### src/rtl/rxpool_pkg.sv
package rxpool_pkg;
  typedef enum logic [1:0] {
    RSP_GRANT   = 2'd0,
    RSP_DISCARD = 2'd1,
    RSP_NOBUF   = 2'd2
  } rsp_code_e;

  typedef enum logic [1:0] {
    ST_IDLE = 2'd0,
    ST_WAIT = 2'd1,
    ST_DONE = 2'd2
  } fetch_st_e;

  localparam int unsigned CSR_EPD_BIT  = 0;
  localparam int unsigned CSR_BUSY_BIT = 4;
  localparam int unsigned CSR_RLI_BIT  = 5;
  localparam int unsigned SW_DW        = 16;
endpackage

### src/rtl/rxpool_idx.sv
// Current-entry index and fetch-enable (armed) flag.
module rxpool_idx #(
  parameter int unsigned TBL_DEPTH = 16,
  parameter int unsigned IDX_W     = 4
) (
  input  logic             clk,
  input  logic             rst_n,
  input  logic             load,
  input  logic [IDX_W-1:0] load_val,
  input  logic             advance,
  input  logic             wrap_hint,
  input  logic             stall_set,
  output logic [IDX_W-1:0] idx_o,
  output logic             armed_o
);
  localparam logic [IDX_W-1:0] LAST_IDX = IDX_W'(TBL_DEPTH - 1);

  logic [IDX_W-1:0] idx_q, idx_d;
  logic             armed_q, armed_d;
  logic             idx_en;

  always_comb begin
    idx_en = load | advance;
    if (load) begin
      idx_d = load_val;
    end else if (wrap_hint || (idx_q == LAST_IDX)) begin
      idx_d = '0;
    end else begin
      idx_d = idx_q + 1'b1;
    end
    if (load) begin
      armed_d = 1'b1;
    end else if (stall_set) begin
      armed_d = 1'b0;
    end else begin
      armed_d = armed_q;
    end
  end

  always_ff @(posedge clk or negedge rst_n) begin
    if (!rst_n) begin
      idx_q   <= '0;
      armed_q <= 1'b1;
    end else begin
      if (idx_en) idx_q <= idx_d;
      armed_q <= armed_d;
    end
  end

  assign idx_o   = idx_q;
  assign armed_o = armed_q;
endmodule

### src/rtl/rxpool_regs.sv
// Software-visible control/status and index registers.
module rxpool_regs
  import rxpool_pkg::*;
#(
  parameter int unsigned IDX_W = 4
) (
  input  logic             clk,
  input  logic             rst_n,
  input  logic             sw_wr_en,
  input  logic             sw_addr,
  input  logic [SW_DW-1:0] sw_wdata,
  input  logic [IDX_W-1:0] idx_i,
  input  logic             set_busy,
  input  logic             set_rli,
  output logic             epd_o,
  output logic             busy_o,
  output logic             rli_o,
  output logic             idx_load_o,
  output logic [SW_DW-1:0] sw_rdata
);
  logic csr_wr;
  logic epd_q, epd_d;
  logic busy_q, busy_d;
  logic rli_q, rli_d;
  logic unused_wdata;

  assign unused_wdata = ^sw_wdata;

  always_comb begin
    csr_wr     = sw_wr_en & ~sw_addr;
    idx_load_o = sw_wr_en & sw_addr;
    epd_d      = epd_q;
    busy_d     = set_busy | (busy_q & ~(csr_wr & sw_wdata[CSR_BUSY_BIT]));
    rli_d      = set_rli  | (rli_q  & ~(csr_wr & sw_wdata[CSR_RLI_BIT]));
    if (csr_wr) epd_d = sw_wdata[CSR_EPD_BIT];
  end

  always_ff @(posedge clk or negedge rst_n) begin
    if (!rst_n) begin
      epd_q  <= 1'b0;
      busy_q <= 1'b0;
      rli_q  <= 1'b0;
    end else begin
      epd_q  <= epd_d;
      busy_q <= busy_d;
      rli_q  <= rli_d;
    end
  end

  always_comb begin
    sw_rdata = '0;
    if (!sw_addr) begin
      sw_rdata[CSR_EPD_BIT]  = epd_q;
      sw_rdata[CSR_BUSY_BIT] = busy_q;
      sw_rdata[CSR_RLI_BIT]  = rli_q;
    end else begin
      sw_rdata[IDX_W-1:0] = idx_i;
    end
  end

  assign epd_o  = epd_q;
  assign busy_o = busy_q;
  assign rli_o  = rli_q;
endmodule

### src/rtl/rxpool_ctrl.sv
// Request sequencing: discard / no-buffer / table fetch and response.
module rxpool_ctrl
  import rxpool_pkg::*;
#(
  parameter int unsigned ADDR_W = 24,
  localparam int unsigned ENT_W = ADDR_W + 3
) (
  input  logic              clk,
  input  logic              rst_n,
  input  logic              req_valid,
  input  logic              req_first,
  input  logic              epd,
  input  logic              armed,
  input  logic [ENT_W-1:0]  mem_rd_data,
  output logic              mem_rd_en,
  output logic              rsp_valid,
  output logic [1:0]        rsp_code,
  output logic [ADDR_W-1:0] rsp_addr,
  output logic              evt_busy,
  output logic              evt_redline,
  output logic              advance,
  output logic              wrap_hint,
  output logic              stall_set,
  output logic              set_busy,
  output logic              set_rli
);
  fetch_st_e         st_q, st_d;
  rsp_code_e         code_q, code_d;
  logic [ADDR_W-1:0] addr_q, addr_d;
  logic              valid_q, busy_ev_q, rli_ev_q;
  logic              ld_rsp;
  logic              e_valid, e_rl;

  assign e_valid   = mem_rd_data[ADDR_W+2];
  assign e_rl      = mem_rd_data[ADDR_W+1];
  assign wrap_hint = mem_rd_data[ADDR_W];

  always_comb begin
    st_d      = st_q;
    mem_rd_en = 1'b0;
    ld_rsp    = 1'b0;
    code_d    = code_q;
    addr_d    = addr_q;
    advance   = 1'b0;
    stall_set = 1'b0;
    set_busy  = 1'b0;
    set_rli   = 1'b0;
    unique case (st_q)
      ST_IDLE: begin
        if (req_valid) begin
          if (epd && req_first) begin
            ld_rsp = 1'b1;
            code_d = RSP_DISCARD;
            st_d   = ST_DONE;
          end else if (!armed) begin
            ld_rsp = 1'b1;
            code_d = RSP_NOBUF;
            st_d   = ST_DONE;
          end else begin
            mem_rd_en = 1'b1;
            st_d      = ST_WAIT;
          end
        end
      end
      ST_WAIT: begin
        ld_rsp = 1'b1;
        st_d   = ST_DONE;
        if (e_valid) begin
          code_d  = RSP_GRANT;
          addr_d  = mem_rd_data[ADDR_W-1:0];
          advance = 1'b1;
          set_rli = e_rl;
        end else begin
          code_d    = RSP_NOBUF;
          stall_set = 1'b1;
          set_busy  = 1'b1;
        end
      end
      ST_DONE: st_d = ST_IDLE;
      default: st_d = ST_IDLE;
    endcase
  end

  always_ff @(posedge clk or negedge rst_n) begin
    if (!rst_n) begin
      st_q      <= ST_IDLE;
      valid_q   <= 1'b0;
      busy_ev_q <= 1'b0;
      rli_ev_q  <= 1'b0;
      code_q    <= RSP_GRANT;
      addr_q    <= '0;
    end else begin
      st_q      <= st_d;
      valid_q   <= ld_rsp;
      busy_ev_q <= set_busy;
      rli_ev_q  <= set_rli;
      if (ld_rsp) begin
        code_q <= code_d;
        addr_q <= addr_d;
      end
    end
  end

  assign rsp_valid   = valid_q;
  assign rsp_code    = code_q;
  assign rsp_addr    = addr_q;
  assign evt_busy    = busy_ev_q;
  assign evt_redline = rli_ev_q;
endmodule

### src/rtl/rxpool_fetch.sv
module rxpool_fetch
  import rxpool_pkg::*;
#(
  parameter int unsigned ADDR_W    = 24,
  parameter int unsigned TBL_DEPTH = 16,
  localparam int unsigned IDX_W    = (TBL_DEPTH > 1) ? $clog2(TBL_DEPTH) : 1,
  localparam int unsigned ENT_W    = ADDR_W + 3
) (
  input  logic              clk,
  input  logic              rst_n,
  input  logic              req_valid,
  input  logic              req_first,
  output logic              rsp_valid,
  output logic [1:0]        rsp_code,
  output logic [ADDR_W-1:0] rsp_addr,
  output logic              mem_rd_en,
  output logic [IDX_W-1:0]  mem_rd_idx,
  input  logic [ENT_W-1:0]  mem_rd_data,
  input  logic              sw_wr_en,
  input  logic              sw_addr,
  input  logic [15:0]       sw_wdata,
  output logic [15:0]       sw_rdata,
  output logic              evt_busy,
  output logic              evt_redline
);
  logic             sts_epd, sts_busy, sts_rli;
  logic             idx_load, pool_armed;
  logic             advance, wrap_hint, stall_set, set_busy, set_rli;
  logic [IDX_W-1:0] cur_idx;

  rxpool_regs #(.IDX_W(IDX_W)) u_regs (
    .clk        (clk),
    .rst_n      (rst_n),
    .sw_wr_en   (sw_wr_en),
    .sw_addr    (sw_addr),
    .sw_wdata   (sw_wdata),
    .idx_i      (cur_idx),
    .set_busy   (set_busy),
    .set_rli    (set_rli),
    .epd_o      (sts_epd),
    .busy_o     (sts_busy),
    .rli_o      (sts_rli),
    .idx_load_o (idx_load),
    .sw_rdata   (sw_rdata)
  );

  rxpool_idx #(.TBL_DEPTH(TBL_DEPTH), .IDX_W(IDX_W)) u_idx (
    .clk       (clk),
    .rst_n     (rst_n),
    .load      (idx_load),
    .load_val  (sw_wdata[IDX_W-1:0]),
    .advance   (advance),
    .wrap_hint (wrap_hint),
    .stall_set (stall_set),
    .idx_o     (cur_idx),
    .armed_o   (pool_armed)
  );

  rxpool_ctrl #(.ADDR_W(ADDR_W)) u_ctrl (
    .clk         (clk),
    .rst_n       (rst_n),
    .req_valid   (req_valid),
    .req_first   (req_first),
    .epd         (sts_epd),
    .armed       (pool_armed),
    .mem_rd_data (mem_rd_data),
    .mem_rd_en   (mem_rd_en),
    .rsp_valid   (rsp_valid),
    .rsp_code    (rsp_code),
    .rsp_addr    (rsp_addr),
    .evt_busy    (evt_busy),
    .evt_redline (evt_redline),
    .advance     (advance),
    .wrap_hint   (wrap_hint),
    .stall_set   (stall_set),
    .set_busy    (set_busy),
    .set_rli     (set_rli)
  );

  assign mem_rd_idx = cur_idx;
endmodule

### config.mk
export PLATFORM = sky130hd
export DESIGN_NAME = rxpool_fetch
export DESIGN_NICKNAME = d
export VERILOG_FILES = /design/src/rtl/rxpool_pkg.sv /design/src/rtl/rxpool_idx.sv /design/src/rtl/rxpool_regs.sv /design/src/rtl/rxpool_ctrl.sv /design/src/rtl/rxpool_fetch.sv
export SDC_FILE = /design/constraint.sdc
export NUM_CORES = 1
export LEC_CHECK = 0
export BUFFER_PORTS_ARGS = -buffer_cell sky130_fd_sc_hd__buf_2
export CAP_MARGIN = 20
export CORE_ASPECT_RATIO = 0.75
export CORE_MARGIN = 4
export CORE_UTILIZATION = 47
export CTS_CLUSTER_DIAMETER = 150
export DETAILED_ROUTE_END_ITERATION = 10
export PLACE_DENSITY = 0.93
export SETUP_SLACK_MARGIN = 0.3
export SKIP_CTS_REPAIR_TIMING = 1
export SYNTH_ARGS = -nofsm -noshare
export SYNTH_HDL_FRONTEND = slang
export SYNTH_SLANG_ARGS = --single-unit
### constraint.sdc
create_clock -name clk -period 3.7 [get_ports clk]
set_input_delay 0.74 -clock clk [delete_from_list [all_inputs] [get_ports clk]]
set_output_delay 0.74 -clock clk [all_outputs]
set_load 0.05 [all_outputs]
==> out/metrics.csv, run 1 <==
stage;metric;value;unit
run_status;status;finished, final reports clean;
yosys;synth unique cells;30;
clock_network;Clock Latency Late Sink;290;ps
yosys;YS warnings;0;
yosys;largest area contributor in the netlist;dfrtp_1;
critical_path;CP Data Arrival Time;1550;ps
clock_network;Num CTS Buffers;5;
finish;Final Non-Filler Cells;312;
yosys;synthesized area;1730;sq um
finish;Final Util;0.658;
clock_network;clock sinks;39;
routing;1st-iter DRT viols;25;
power;PwrDens;1010;nW/um^2
global_route;vias in the first global route;1322;
placed_design;Cells after DPL;304;
clock_network;Clock H-tree levels;2;
yosys;register area share after synthesis;0.566;
yosys;Synth area leaders;dfrtp_1 55%, nand2_1 17%, buf_4 5.7%;
floorplan;core area;3400;sq um
floorplan;initial core utilization;0.508;
yosys;asr flop ratio synth;1.00;
critical_path;Slowest-stage cell, CP;dfstp_2;
timing;RSZ-0062 raised after global routing;no;
routing;first-pass detailed-route iteration total;4;
global_route;initial antenna violation count;0;
power;Peak supply drop;0.000631;V
routing;drt total wl;3810;um
timing;final hold vios;0;
global_route;grt ovf;0;
clock_network;Clock Tree Buf Depth;2;
clock_network;CTS tree;built;
finish;fillers;287;
finish;fin area;2240;sq um
global_route;global-route usage over all layers;0.163;
placed_design;port buffer count;78;
timing;post-route minimum period;2290;ps
timing;Final Cycle Share;0.619;
critical_path;Critical Path Sink Type;output pin;
yosys;Yosys top cell area share;0.551;
critical_path;critical path's largest stage delay;560;ps
timing;worst setup margin;1410;ps
clock_network;clock slew at reported path FFs;80;ps
finish;Reg area;977;sq um
placed_design;GPL Wtd Cong;0.779;
finish;Nets;311;
global_route;pin count of the biggest net entering global routing;40;
timing;Fmax;0.436;GHz
hold_path;min-delay worst type;reg2reg;
floorplan;I/O Pins;99;
routing;antenna viol nets, final;0;
finish;diode count;0;
timing;Final Max Tran Viols;0;
routing;post-route DRC violation count;0;
yosys;Post-synth EDFFs;0;
yosys;#FFs+latches synth;39;
floorplan;DIE HEIGHT;60.5;um
timing;final clock skew;4.04;ps
yosys;Synth Area per Inst;9.44;sq um
yosys;Top FF cell, synth;dfrtp_1;
yosys;most instantiated library cell after synthesis;nand2_1;
finish;area grow syn2layout;29.6;%
yosys;Post-synth top cells;78 x nand2_1, 38 x dfrtp_1, 13 x buf_4;
timing;Slew @ Worst Pin;899;ps
floorplan;die span in x;78.0;um
critical_path;Setup CP Type;reg2out;
timing;slew margin rel.;0.401;
placed_design;DP HPWL;2840;um
power;static leakage;1.26;nW
clock_network;CTS root buffer;clkbuf_8;
job;max-cap violation count;0;
critical_path;Worst Path Buf+Inv;1;
critical_path;critical path's top delay family;flip-flops;
yosys;synthesized instance count;183;
timing;Setup TNS;0;ps
critical_path;Worst Path Required;2960;ps
finish;footprint of the multi-input gates;671;sq um
floorplan;row count;18;
placed_design;placed cell area;2100;sq um
critical_path;Worst setup SP type;flop;
timing;# setup viols final;0;
global_route;first-pass GRT wire length;5930;um
critical_path;CP Max Fanout;4;
finish;share of post-route cells with drive strength above 1;0.359;
critical_path;cells along the critical path;a21boi_2 -> nor3b_1 -> buf_2;
routing;Via Count;1442;
placed_design;DP Worst Slack;1430;ps
routing;WL/cell;12.2;um
floorplan;die area;4720;sq um
routing;Vias/cell;4.62;
-- layout by cell type (no fill, tap or decap), types with 2 or more instances in the layout --
cell / count
nand3_1: 6
conb_1: 10
dfrtp_1: 38
bufinv_16: 2
nand2b_1: 3
and2_1: 4
nor2_1: 4
a31oi_1: 4
clkbuf_8: 5
a21o_1: 2
nor3b_1: 2
mux2_2: 2
nand2_1: 78
buf_2: 78
o21ai_0: 5
nor2b_1: 3
-- logic make-up after synthesis --
logic type      Yosys count  synth area share
compound gates           16            0.0616
xor+xnor                  1           0.00507
fa+ha+maj                 1           0.00725
buf+inv                  16            0.0652
flops                    39             0.566
mux                       3            0.0217
other cells               1           0.00217
simple gates            106             0.271
-- registers in the layout (all words and copies together) (netlist names) --
register and cells:
u_regs.epd_o 1, u_idx.armed_o 1, u_ctrl.rsp_addr 24, u_ctrl.evt_busy 1
u_ctrl.st_q 2, u_ctrl.rsp_valid 1, u_ctrl.rsp_code 2, u_regs.busy_o 1
u_ctrl.evt_redline 1, u_regs.rli_o 1, u_idx.idx_o 4
-- final timing paths --
path                               startpoint             endpoint  slack, ps  depth (start not counted)
hold / removal             u_ctrl.rsp_addr[6]   u_ctrl.rsp_addr[6]        470                          2
min in group asynchronous               rst_n       u_idx.idx_o[3]        540                          1
max in group asynchronous               rst_n  u_ctrl.rsp_addr[20]       2650                          1
setup reg to reg               u_ctrl.st_q[0]   u_ctrl.rsp_code[1]       1960                          3
setup / recovery                u_idx.armed_o            mem_rd_en       1410                          3
hold reg to reg            u_ctrl.rsp_addr[6]   u_ctrl.rsp_addr[6]        470                          2
-- layer usage --
layer	track usage	up-vias	wire length, um	part of all wire
met2	0.274	55	1710	0.45
met3	0.0475	6	283	0.074
met4	0.0524	0	39	0.010
met5	0	-	0	0
li1	-	726	-	-
met1	0.207	655	1780	0.47
-- power breakdown --
part	internal, mW	switching, mW
clock network	0.269	0.150
registers	0.605	0.110
logic	0.259	0.856
-- cell type report --
type                       count  area share
timing repair buffer          78       0.174
clock inverter                 3      0.0302
sequential                    39       0.437
multi-input combinational    137       0.300
tap                           50      0.0280
clock buffer                   5      0.0308
-- worst register-to-register path, stage by stage (launching register included) --
cell and delay (ps):
dfrtp_1 460, and3b_1 790, a31oi_1 90, mux2_4 290
-- metrics by stage --
step                hold WS (ps)  total power [mW]
finish                       469              2.25
global route                 494              2.37
CTS                          477              2.27
detailed placement           459              1.84
global placement             451              1.81
floorplan                    441              1.59
Note: power is estimated with default switching activity, not from simulation.
==> run 2: changes to the inputs <==
Settings changed: CORE_UTILIZATION 47 to 43, PLACE_DENSITY 0.93 to 0.87.
Clock period 3.7 ns to 2.25 ns, I/O delays scaled along.
==> run 2 against run 1 <==
Core utilization shrank 5.7 points. Die area grew 8.2%. Global-route usage is essentially flat. Count of clock-buffer cells in the layout grew 3. Largest power group unchanged. Sequential share of layout area shrank 0.41 points. First-iteration DRC count grew to 2.6 times the previous value. Cell area grew 0.95%. Highest routed layer unchanged. Sequential cell count is the same. Worst hold slack lost 210 ps. Non-clock buffer count grew 4. Critical path depth is the same.
==> out/metrics.csv, run 2 (same netlist as run 1, synthesis figures left out) <==
stage;metric;value;unit;change
run_status;status;finished, final reports clean;;unchanged
job;max-cap violation count;0;;unchanged
routing;1st-iter DRT viols;66;;was 25
clock_network;Clock Latency Late Sink;280;ps;was 290 ps
floorplan;initial core utilization;0.460;;was 0.508
critical_path;cells along the critical path;a21boi_4 -> nor3b_4 -> buf_6;;was a21boi_2 -> nor3b_1 -> buf_2
critical_path;Worst setup SP type;flop;;unchanged
floorplan;row count;19;;was 18
finish;commonest non-fill, non-tap cell in the layout;nand2_1;;
power;sw frac;0.512;;was 0.496
critical_path;critical path's largest stage delay;550;ps;was 560 ps
finish;share of post-route cells with drive strength above 1;0.368;;was 0.359
routing;first-pass detailed-route iteration total;4;;unchanged
timing;Final Max Tran Viols;0;;unchanged
floorplan;die area;5100;sq um;was 4720 sq um
routing;met3 wire len;354;um;was 283 um
critical_path;Setup CP Type;reg2out;;unchanged
timing;Fmax;0.533;GHz;
routing;Vias/cell;4.70;;was 4.62
routing;met1 wire length;1760;um;was 1780 um
finish;diode count;0;;unchanged
floorplan;I/O Pins;99;;unchanged
timing;final hold vios;0;;unchanged
power;post-layout power;3.57;mW;was 2.25 mW
finish;area grow syn2layout;30.8;%;was 29.6%
placed_design;DP HPWL;2960;um;was 2840 um
finish;footprint of the multi-input gates;689;sq um;was 671 sq um
timing;# setup viols final;0;;unchanged
critical_path;Critical Path Sink Type;output pin;;unchanged
power;static leakage;1.28;nW;was 1.26 nW
placed_design;GPL Wtd Cong;0.829;;was 0.779
hold_path;min-delay worst type;in2async;;was reg2reg
routing;Via Count;1496;;was 1442
power;Psw;1.83;mW;was 1.12 mW
critical_path;CP Data Arrival Time;1430;ps;was 1550 ps
global_route;pin count of the biggest net entering global routing;40;;unchanged
clock_network;Clock Tree Buf Depth;2;;unchanged
routing;post-route DRC violation count;0;;unchanged
timing;RSZ-0062 raised after global routing;no;;unchanged
clock_network;CTS root buffer;clkbuf_8;;unchanged
critical_path;Worst Path Buf+Inv;1;;unchanged
finish;most frequent cells in the layout;78 x nand2_1, 77 x buf_2, 38 x dfrtp_1;;was 78 x nand2_1, 78 x buf_2, 38 x dfrtp_1
timing;Slew @ Worst Pin;825;ps;was 899 ps
timing;slew margin rel.;0.450;;was 0.401
routing;WL/cell;12.4;um;was 12.2 um
finish;number of flip-flops in the largest register;24;;unchanged
finish;Reg area;977;sq um;unchanged
global_route;grt ovf;0;;unchanged
routing;max layer used;met4;;unchanged
timing;Setup TNS;0;ps;unchanged
floorplan;die span in x;81.2;um;was 78.0 um
global_route;global-route usage over all layers;0.162;;was 0.163
clock_network;Num CTS Buffers;5;;unchanged
global_route;initial antenna violation count;0;;unchanged
critical_path;CP Max Fanout;3;;was 4
clock_network;clock slew at reported path FFs;70;ps;was 80 ps
power;Comb power frac;0.526;;was 0.496
power;register share of total power;0.332;;was 0.318
power;Clock power frac;0.142;;was 0.186
floorplan;DIE HEIGHT;62.9;um;was 60.5 um
clock_network;CTS tree;built;;unchanged
routing;antenna viol nets, final;0;;unchanged
placed_design;placed cell area;2130;sq um;was 2100 sq um
critical_path;critical path's top delay family;flip-flops;;unchanged
finish;fillers;343;;was 287
timing;post-route minimum period;1880;ps;
global_route;first-pass GRT wire length;6350;um;was 5930 um
critical_path;Worst Path Required;1800;ps;was 2960 ps
finish;Nets;315;;was 311
placed_design;port buffer count;78;;unchanged
critical_path;Slowest-stage cell, CP;dfstp_2;;unchanged
global_route;vias in the first global route;1330;;was 1322
clock_network;clock sinks;39;;unchanged
finish;fin area;2260;sq um;was 2240 sq um
floorplan;core area;3760;sq um;was 3400 sq um
clock_network;Clock H-tree levels;2;;unchanged
power;internal power;1.74;mW;was 1.13 mW
power;Peak supply drop;0.000866;V;was 0.000631 V
power;PwrDens;1580;nW/um^2;was 1010 nW/um^2
finish;Final Util;0.601;;was 0.658
timing;Final Cycle Share;0.834;;
routing;drt total wl;3940;um;was 3810 um
timing;final clock skew;2.38;ps;was 4.04 ps
routing;met2 WL post-DR;1800;um;was 1710 um
## run 2: cell types whose count changed in the layout (fill, tap and decap cells not counted), sizes merged
cell	delta
clkbuf	+3
bufinv	-2
clkinvlp	-1
buf	+4
## run 2: area by class of cell
type	count	share of cell area
well taps	52	0.0288
multi-input cells	137	0.305
flip-flops and latches	39	0.433
repair buffers	82	0.189
clock buffers	8	0.0443
## run 2: metal layers
metal  vias to the layer above  track usage
li1                        737            -
met1                       687        0.228
met2                        67        0.241
met3                         5       0.0476
met4                         0       0.0506
met5                         -            0
## run 2: final timing paths
path / startpoint / endpoint / slack, ps / cells past startpoint
worst max-delay path: u_idx.armed_o / mem_rd_en / 370 / 3
worst min-delay path: rst_n / u_regs.rli_o / 260 / 1
worst max register to register: u_ctrl.st_q[0] / u_ctrl.rsp_code[1] / 630 / 3
worst min register to register: u_ctrl.rsp_addr[16] / u_ctrl.rsp_addr[16] / 470 / 2
max in group asynchronous: rst_n / u_idx.idx_o[2] / 1470 / 1
min in group clk: mem_rd_data[18] / u_ctrl.rsp_addr[18] / 350 / 3
## run 2: power by group through the flow
| stage | combinational, mW | sequential, mW | clock (mW) |
|---|---|---|---|
| after detailed placement | 1.87 | 1.19 | 0 |
| final | 1.88 | 1.19 | 0.506 |
| after CTS | 1.87 | 1.18 | 0.521 |
| after global routing | 2.00 | 1.23 | 0.558 |
| after global placement | 1.83 | 1.18 | 0 |
| after floorplan | 0.584 | 2.03 | 0 |
## run 2: through the flow
step / setup WS (ps) / hold slack, ps / instances
after detailed placement: 531 / 461 / 309
final: 374 / 260 / 318
after global routing: 304 / 325 / 318
after floorplan: 409 / 154 / 192
after CTS: 236 / 290 / 317
after global placement: 569 / 452 / 309
